### config.mk
export PLATFORM = sky130hd
export DESIGN_NAME = lkup_arbiter
export DESIGN_NICKNAME = d
export VERILOG_FILES = /design/src/rtl/lkup_arb_pkg.sv /design/src/rtl/lkup_hit_decode.sv /design/src/rtl/lkup_res_unpack.sv /design/src/rtl/lkup_decide.sv /design/src/rtl/lkup_out_stage.sv /design/src/rtl/lkup_arbiter.sv
export SDC_FILE = /design/constraint.sdc
export NUM_CORES = 1
export LEC_CHECK = 0
export BUFFER_PORTS_ARGS = -buffer_cell sky130_fd_sc_hd__buf_2
export CORE_ASPECT_RATIO = 0.9
export CORE_UTILIZATION = 27
export CTS_BUF_LIST = sky130_fd_sc_hd__clkbuf_4 sky130_fd_sc_hd__clkbuf_8
export CTS_CLUSTER_SIZE = 25
export DETAILED_ROUTE_END_ITERATION = 10
export PLACE_DENSITY = 0.58
export SETUP_SLACK_MARGIN = 0.05
export SYNTH_ARGS = -nofsm -noshare
export SYNTH_HDL_FRONTEND = slang
export SYNTH_HIERARCHICAL = 1
export SYNTH_SLANG_ARGS = --single-unit
export TNS_END_PERCENT = 5
### constraint.sdc
create_clock -name clk -period 4.33 [get_ports clk]
set_input_delay 0.433 -clock clk [delete_from_list [all_inputs] [get_ports clk]]
set_output_delay 0.433 -clock clk [all_outputs]
set_load 0.01 [all_outputs]
### src/rtl/lkup_arb_pkg.sv
package lkup_arb_pkg;
  localparam int PORT_W = 4;
  localparam int QID_W  = 17;
  localparam int NH_W   = 48;
  localparam int PRIO_W = 8;
  localparam int ADDR_W = 20;
  localparam int SAMP_W = 2;

  localparam int HIT_W    = 3 + PRIO_W + 1 + ADDR_W;
  localparam int DONE_POS = HIT_W - 1;
  localparam int HIT_POS  = HIT_W - 2;
  localparam int MHIT_POS = HIT_W - 3;
  localparam int PRIO_LSB = HIT_W - 3 - PRIO_W;

  typedef struct packed {
    logic [PORT_W-1:0] port;
    logic [QID_W-1:0]  qid;
    logic [NH_W-1:0]   nh;
    logic              mcast;
    logic              ip_v;
    logic              mac_v;
  } route_bus_t;

  // Filter bus layout; also the normalized form of any result
  typedef struct packed {
    logic [PORT_W-1:0] port;
    logic [QID_W-1:0]  qid;
    logic [NH_W-1:0]   nh;
    logic              mcast;
    logic              ip_v;
    logic              mac_v;
    logic              to_cp;
    logic              drop;
    logic [SAMP_W-1:0] sample;
  } fwd_t;

  localparam int RT_RES_W = $bits(route_bus_t);
  localparam int PF_RES_W = $bits(fwd_t);

  typedef struct packed {
    logic              done;
    logic              hit;
    logic [PRIO_W-1:0] prio;
  } hit_info_t;

  typedef struct packed {
    logic [PORT_W-1:0] port;
    logic [QID_W-1:0]  qid;
    logic [NH_W-1:0]   nh;
    logic              mcast;
    logic              drop;
    logic              to_cp;
    logic              no_mac;
    logic              no_route;
    logic              malformed;
    logic              from_pf;
    logic              aux_copy;
    logic [PORT_W-1:0] aux_port;
    logic [QID_W-1:0]  aux_qid;
    logic [NH_W-1:0]   aux_nh;
    logic [SAMP_W-1:0] aux_sample;
  } decision_t;

  localparam int DEC_W = $bits(decision_t);
endpackage

### src/rtl/lkup_hit_decode.sv
module lkup_hit_decode
  import lkup_arb_pkg::*;
(
  input  logic [HIT_W-1:0] word,
  output hit_info_t        info
);
  logic unused_hit_bits;

  assign info.done = word[DONE_POS];
  assign info.hit  = word[HIT_POS];
  assign info.prio = word[PRIO_LSB +: PRIO_W];
  // multi-hit, spare and address are carried but not acted on here
  assign unused_hit_bits = ^{word[MHIT_POS], word[PRIO_LSB-1:0]};
endmodule

### src/rtl/lkup_res_unpack.sv
module lkup_res_unpack
  import lkup_arb_pkg::*;
#(
  parameter bit IS_FILTER = 1'b1,
  parameter int BUS_W     = IS_FILTER ? PF_RES_W : RT_RES_W
) (
  input  logic [BUS_W-1:0] bus,
  output fwd_t             res
);
  generate
    if (IS_FILTER) begin : g_filter
      assign res = fwd_t'(bus);
    end else begin : g_route
      route_bus_t r;
      assign r = route_bus_t'(bus);
      always_comb begin
        res        = '0;
        res.port   = r.port;
        res.qid    = r.qid;
        res.nh     = r.nh;
        res.mcast  = r.mcast;
        res.ip_v   = r.ip_v;
        res.mac_v  = r.mac_v;
      end
    end
  endgenerate
endmodule

### src/rtl/lkup_decide.sv
module lkup_decide
  import lkup_arb_pkg::*;
#(
  parameter logic [PRIO_W-1:0] ROUTE_PRIO  = 8'd64,
  parameter bit                PF_WINS_TIE = 1'b0
) (
  input  logic              rt_hit,
  input  logic              pf_hit,
  input  logic [PRIO_W-1:0] pf_prio,
  input  logic              ax_hit,
  input  fwd_t              rt_res,
  input  fwd_t              pf_res,
  input  fwd_t              ax_res,
  output decision_t         dec
);
  logic pf_beats;
  logic use_pf;
  logic fwd_hit;
  fwd_t sel;
  logic multi_v;
  logic drop_eff;
  logic need_arp;
  logic unused_dec;

  generate
    if (PF_WINS_TIE) begin : g_tie_pf
      assign pf_beats = (pf_prio >= ROUTE_PRIO);
    end else begin : g_tie_rt
      assign pf_beats = (pf_prio > ROUTE_PRIO);
    end
  endgenerate

  assign use_pf  = pf_hit && (!rt_hit || pf_beats);
  assign fwd_hit = use_pf || rt_hit;

  always_comb begin
    if (use_pf)      sel = pf_res;
    else if (rt_hit) sel = rt_res;
    else             sel = '0;
  end

  assign multi_v  = (sel.mcast & sel.ip_v) | (sel.mcast & sel.mac_v) |
                    (sel.ip_v & sel.mac_v);
  assign drop_eff = fwd_hit && sel.drop;
  assign need_arp = fwd_hit && !sel.drop && !sel.to_cp && !multi_v &&
                    !sel.mcast && !sel.mac_v;

  always_comb begin
    dec            = '0;
    dec.port       = sel.port;
    dec.qid        = sel.qid;
    dec.nh         = sel.nh;
    dec.mcast      = sel.mcast;
    dec.from_pf    = use_pf;
    dec.drop       = drop_eff;
    dec.malformed  = fwd_hit && multi_v;
    dec.no_mac     = need_arp;
    dec.no_route   = !fwd_hit;
    dec.to_cp      = !drop_eff &&
                     (sel.to_cp || !fwd_hit || multi_v || need_arp);
    dec.aux_copy   = ax_hit && !need_arp;
    if (dec.aux_copy) begin
      dec.aux_port   = ax_res.port;
      dec.aux_qid    = ax_res.qid;
      dec.aux_nh     = ax_res.nh;
      dec.aux_sample = ax_res.sample;
    end
  end

  // sampling of the forwarding source and aux action/valid bits are not used
  assign unused_dec = ^{sel.sample, ax_res.mcast, ax_res.ip_v, ax_res.mac_v,
                        ax_res.to_cp, ax_res.drop};
endmodule

### src/rtl/lkup_out_stage.sv
module lkup_out_stage #(
  parameter int DW = 8
) (
  input  logic          clk,
  input  logic          rst_n,
  input  logic          load,
  input  logic [DW-1:0] din,
  input  logic          out_ready,
  output logic          out_valid,
  output logic [DW-1:0] dout
);
  always_ff @(posedge clk or negedge rst_n) begin
    if (!rst_n) begin
      out_valid <= 1'b0;
      dout      <= '0;
    end else if (load) begin
      out_valid <= 1'b1;
      dout      <= din;
    end else if (out_ready) begin
      out_valid <= 1'b0;
    end
  end
endmodule

### src/rtl/lkup_arbiter.sv
module lkup_arbiter
  import lkup_arb_pkg::*;
#(
  parameter logic [PRIO_W-1:0] ROUTE_PRIO  = 8'd64,
  parameter bit                PF_WINS_TIE = 1'b0
) (
  input  logic                clk,
  input  logic                rst_n,
  input  logic                in_valid,
  output logic                in_ready,
  input  logic [HIT_W-1:0]    rt_hit_word,
  input  logic [RT_RES_W-1:0] rt_result,
  input  logic [HIT_W-1:0]    pf_hit_word,
  input  logic [PF_RES_W-1:0] pf_result,
  input  logic [HIT_W-1:0]    ax_hit_word,
  input  logic [PF_RES_W-1:0] ax_result,
  output logic                out_valid,
  input  logic                out_ready,
  output logic [PORT_W-1:0]   out_port,
  output logic [QID_W-1:0]    out_qid,
  output logic [NH_W-1:0]     out_nh,
  output logic                out_mcast,
  output logic                out_drop,
  output logic                out_to_cp,
  output logic                out_no_mac,
  output logic                out_no_route,
  output logic                out_malformed,
  output logic                out_from_pf,
  output logic                aux_copy,
  output logic [PORT_W-1:0]   aux_port,
  output logic [QID_W-1:0]    aux_qid,
  output logic [NH_W-1:0]     aux_nh,
  output logic [SAMP_W-1:0]   aux_sample
);
  localparam int NSRCH = 3;

  logic [HIT_W-1:0] words [NSRCH];
  hit_info_t        infos [NSRCH];
  fwd_t             rt_f, pf_f, ax_f;
  decision_t        dec, dec_q;
  logic [DEC_W-1:0] dec_bits;
  logic             all_done;
  logic             slot_free;
  logic             load;
  logic             unused_prio;

  assign words[0] = rt_hit_word;
  assign words[1] = pf_hit_word;
  assign words[2] = ax_hit_word;

  generate
    for (genvar g = 0; g < NSRCH; g++) begin : g_hit
      lkup_hit_decode u_dec (.word(words[g]), .info(infos[g]));
    end
  endgenerate

  lkup_res_unpack #(.IS_FILTER(1'b0)) u_rt_unp (.bus(rt_result), .res(rt_f));
  lkup_res_unpack #(.IS_FILTER(1'b1)) u_pf_unp (.bus(pf_result), .res(pf_f));
  lkup_res_unpack #(.IS_FILTER(1'b1)) u_ax_unp (.bus(ax_result), .res(ax_f));

  lkup_decide #(
    .ROUTE_PRIO (ROUTE_PRIO),
    .PF_WINS_TIE(PF_WINS_TIE)
  ) u_decide (
    .rt_hit (infos[0].hit),
    .pf_hit (infos[1].hit),
    .pf_prio(infos[1].prio),
    .ax_hit (infos[2].hit),
    .rt_res (rt_f),
    .pf_res (pf_f),
    .ax_res (ax_f),
    .dec    (dec)
  );

  assign all_done  = infos[0].done & infos[1].done & infos[2].done;
  assign slot_free = !out_valid || out_ready;
  assign in_ready  = slot_free && all_done;
  assign load      = in_valid && in_ready;

  lkup_out_stage #(.DW(DEC_W)) u_out (
    .clk      (clk),
    .rst_n    (rst_n),
    .load     (load),
    .din      (dec),
    .out_ready(out_ready),
    .out_valid(out_valid),
    .dout     (dec_bits)
  );

  assign dec_q = decision_t'(dec_bits);

  assign out_port      = dec_q.port;
  assign out_qid       = dec_q.qid;
  assign out_nh        = dec_q.nh;
  assign out_mcast     = dec_q.mcast;
  assign out_drop      = dec_q.drop;
  assign out_to_cp     = dec_q.to_cp;
  assign out_no_mac    = dec_q.no_mac;
  assign out_no_route  = dec_q.no_route;
  assign out_malformed = dec_q.malformed;
  assign out_from_pf   = dec_q.from_pf;
  assign aux_copy      = dec_q.aux_copy;
  assign aux_port      = dec_q.aux_port;
  assign aux_qid       = dec_q.aux_qid;
  assign aux_nh        = dec_q.aux_nh;
  assign aux_sample    = dec_q.aux_sample;

  // route and auxiliary priorities carry no meaning
  assign unused_prio = ^{infos[0].prio, infos[2].prio};
endmodule

# Word-level counts from Yosys, hierarchy flattened
# Cells that the tools add are included.
[totals]
regBits = 149
output_inout_bits = 150
wordCells = 44
[op_classes]
magnitude_cmp = 1
muxes = 5
n_bitwise = 7
reduce_logical = 29
[op_table]
columns = ["cell", "n"]
rows = [
  ["76-bit 2-to-1 mux", 2],
  ["71-bit 2-to-1 mux", 1],
  ["1-bit logical AND", 12],
  ["1-bit logical NOT", 10],
  ["8-bit by 7-bit greater-than comparator with 1-bit output, second input constant", 1],
  ["1-bit logical OR", 6],
  ["1-bit bitwise AND", 5],
  ["1-bit 2-to-1 mux", 2],
  ["1-bit OR", 2],
  ["2-bit nonzero test", 1],
]

# Logic depth before layout (Yosys ltp)
[depth]
depth_word = 14
depth_mapped = 9

# By module
# Netlist, hierarchy kept.
[by_module_without_submodules]
columns = ["module", "n_inst", "cells_per_inst", "area_per_inst_um2", "seq_area_each_um2"]
rows = [
  ["lkup_out_stage", 1, 316, 5958.2, 3728.6],
  ["lkup_decide", 1, 441, 2292.2, 0.0],
  ["lkup_res_unpack at u_ax_unp ...", 2, 76, 570.5, 0.0],
  ["lkup_res_unpack at u_rt_unp", 1, 77, 574.3, 0.0],
  ["lkup_hit_decode", 3, 10, 75.1, 0.0],
  ["lkup_arbiter", 1, 4, 33.8, 0.0],
]

# Worst setup path before layout
# OpenSTA, ideal clock, no wires.
[synth_timing]
path_type = "input -> register"
startpoint = "in pf_hit_word[23]"
endpoint = "reg u_out.dout[77]"
arrival_time_ps = 2022
path_slack_ps = 2183
path_stages = 9
cell_sequence = "buf_4 -> nor4_1 -> and3_1 -> or2_2 -> buf_4 -> clkbuf_1 -> o21ai_0 -> buf_4 -> mux2_4"
[synth_via]
elab_chain_cells = 5
[synth_lines]
columns = ["item", "line_no", "source"]
rows = [
  ["start: declaration", "lkup_arbiter.sv:13", "input logic [HIT_W-1:0] pf_hit_word,"],
  ["8-bit by 7-bit greater-than comparator with 1-bit output (*)", "lkup_decide.sv:29", "assign pf_beats = (pf_prio > ROUTE_PRIO);"],
  ["1-bit logical OR (*)", "lkup_decide.sv:33", "assign use_pf = pf_hit && (!rt_hit || pf_beats);"],
  ["1-bit logical AND (*)", "lkup_decide.sv:33", ""],
  ["76-bit 2-to-1 mux / 1-bit logical OR (equally long branches)", "lkup_decide.sv:37, lkup_decide.sv:34", ""],
  ["1-bit logical AND (*)", "lkup_decide.sv:44", "assign drop_eff = fwd_hit && sel.drop;"],
  ["net u_decide.drop_eff", "lkup_decide.sv:21", "logic drop_eff;"],
  ["end signal: assignment", "lkup_out_stage.sv:18", "dout <= din;"],
  ["end: declaration", "lkup_out_stage.sv:10", "output logic [DW-1:0] dout"],
]
# The timed path passes the listed nets; every way through them passes the cells marked *.
# A chain may end at the register's enable or synchronous reset.

==> results.sh <==
export IMPL_routabilityCongestion=0.784
export IMPL_setup_violations=0
export IMPL_post_cts_buffers=0
export IMPL_place_hpwl_um=17400
export IMPL_grt_pass1_wl_um=37200
export IMPL_finalClockSkew_ns=0.0121
export IMPL_synth_area_um2=10000
export IMPL_dieArea_um2=38000
export IMPL_crit_type="input port to register"
export IMPL_comb_power_share_pct=28.2
export IMPL_num_fill_cells=3834
export IMPL_power_density_nw_per_um2=385
export IMPL_reg2reg_slack_ns=2.07
export IMPL_area_growth_pct=9.57
export IMPL_nets=1434
export IMPL_synthCells=995
export IMPL_worstSetupStartpointType="input port"
export IMPL_peakVddDrop_mv=0.155
export IMPL_power_frac_clock_pct=28.5
export IMPL_seq_area_um2=3730
export IMPL_hold_path_end="u_out/out_valid"
export IMPL_syn_mean_instance_area_um2=10.1
export IMPL_p_sw_share_pct=31.3
export IMPL_clk_insertion_delay_late_ns=0.47
export IMPL_cp_max_fo=42
export IMPL_vias_per_cell=4.39
export IMPL_first_pass_iters=4
export IMPL_p_switching_uw=1330
export IMPL_setup_tns_ns=0
export IMPL_htree_num_levels=4
export IMPL_diodes=0
export IMPL_initial_core_util_pct=27.6
export IMPL_r2r_start="u_out/out_valid"
export IMPL_clk_pin_slew_ns=0.09
export IMPL_slew_viol_final=0
export IMPL_cp_arrival_ns=2.78
export IMPL_grt_ovfl_total=0
export IMPL_drt_iter0_drc=299
export IMPL_track_usage_pct=12.8
export IMPL_die_y_um=185
export IMPL_drive_gt1_share_pct=53.1
export IMPL_dp_cells=1566
export IMPL_rows=66
export IMPL_cp_slowest_stage_delay_ns=0.63
export IMPL_drc_errors=0
export IMPL_io_pins=474
export IMPL_port_buffers=384
export IMPL_hold_path_depth=3
export IMPL_grt_max_degree=76
export IMPL_multi_input_area_um2=3840
export IMPL_coreArea_um2=36300
export IMPL_hp_start="out_ready"
export IMPL_ys_warn_count=6
export IMPL_tritoncts="built"
export IMPL_worst_slew_pin_slew_ns=1.09
export IMPL_die_w_um=205
export IMPL_period_needed_ns=2.43
export IMPL_stdcell_count=1599
export IMPL_crit_chain="buf_2 -> nor4_1 -> and3_1 -> or2_2 -> buf_4 -> o21ai_0 -> mux2_4"
export IMPL_cap_viol_max_count=0
export IMPL_hold_violations=0
export IMPL_slew_headroom_pct=27.1
export IMPL_power_frac_seq_pct=43.3
export IMPL_status="complete, no violations"
export IMPL_fin_crit_sh_pct=56.1
export IMPL_antenna_found_initial=5
export IMPL_fin_hold_ws_ns=0.260
export IMPL_timing_fmax_ghz=0.412
export IMPL_via_count=7023
export IMPL_power_leakage_uw=0.00577
export IMPL_end_kind="register"
export IMPL_avgRoutedWirePerCell_um=15.6
export IMPL_grt_pass1_vias=6782
export IMPL_cts_path_max_buffers=2
export IMPL_reg2reg_to="u_out/dout[23]"
export IMPL_drt_wl_total_um=25000
export IMPL_hold_path_class="input port to register"
export IMPL_cp_data_required_time_ns=4.68
export IMPL_cts_sinks=149
export IMPL_crit_slowest_cell="or2_2"
export IMPL_intPower_uw=2910
export IMPL_cts_buffers=17
export IMPL_rr_worst_depth=4
export IMPL_drtAntennaViolNets=0
export IMPL_rsz0062_at_grt="no"
export IMPL_root_buffer="clkbuf_8"
==> registers in the layout, indices dropped and copies added, names as in the netlist <==
register	count
u_out/dout	148
u_out/out_valid	1
==> power groups by stage <==
stage	clock network, uW	registers [uW]	logic [uW]
global placement	0	1850	1200
floorplan	0	1980	676
CTS	1270	1840	1210
finish	1210	1830	1190
global route	1320	1870	1290
detailed placement	0	1850	1210
==> per-stage QoR <==
step / instance area, um^2 / worst slack, ns / total power, uW / util, %
finish: 11000 / 1.90 / 4230 / 30.3
global route: 11000 / 1.76 / 4490 / 30.3
detailed placement: 10600 / 1.40 / 3070 / 29.1
global placement: 10600 / 1.41 / 3050 / 29.1
CTS: 11000 / 1.95 / 4320 / 30.3
floorplan: 10000 / 2.18 / 2660 / -
==> critical path: cells and delay by family <==
family,cells,cell delay (ns)
simple gates,3,1.40
mux,1,0.28
compound gates,1,0.17
buf+inv,2,0.48
==> layout by cell type, fill, tap and decap left out, types with 3 or more instances in the layout <==
| master | instances |
|---|---|
| buf_2 | 383 |
| dfrtp_1 | 149 |
| mux2_4 | 101 |
| inv_1 | 74 |
| nand2_1 | 72 |
| o21ai_0 | 72 |
| o211ai_1 | 71 |
| nor3_1 | 69 |
| mux2_2 | 47 |
| clkbuf_8 | 17 |
| buf_4 | 14 |
| nor3_2 | 5 |
| inv_6 | 4 |
| buf_12 | 4 |
| bufinv_16 | 3 |
| clkinv_4 | 3 |
| nor4_1 | 3 |
==> worst max-delay path by stage <==
stage	to	startpoint	cells past startpoint	slack, ns
5_1_grt	u_out/dout[106]	pf_hit_word[23]	7	1.76
2_1_floorplan	u_out/dout[77]	pf_hit_word[23]	9	2.18
6_report	u_out/dout[86]	pf_hit_word[23]	7	1.90
3_5_place_dp	u_out/dout[86]	pf_hit_word[23]	7	1.40
3_3_place_gp	u_out/dout[86]	pf_hit_word[23]	7	1.41
4_1_cts	u_out/dout[86]	pf_hit_word[23]	7	1.95
==> metal layers <==
layer | global-route usage (%) | up-vias | wire, um
met1 | 14.7 | 3381 | 10500
met2 | 22.0 | 274 | 12100
li1 | - | 3333 | -
met4 | 4.24 | 10 | 356
met5 | 0 | - | 65
met3 | 4.45 | 25 | 1910
==> final cells by class <==
| class | count | share of cell area, % |
|---|---|---|
| clock buffers | 17 | 2.13 |
| clock inverters | 15 | 1.76 |
| inverters | 74 | 2.53 |
| multi-input cells | 465 | 35.0 |
| flip-flops and latches | 149 | 33.9 |
| well taps | 476 | 5.42 |
| repair buffers | 403 | 19.3 |
==> repair_timing <==
| item | 4_1_cts | 5_1_grt |
|---|---|---|
| resized for setup | 0 | 0 |
| setup endpoints to repair | 0 | 0 |
| hold endpoints to repair | 54 | 0 |
| hold buffers | 1 | 0 |
Power figures use the tool's default switching activity.
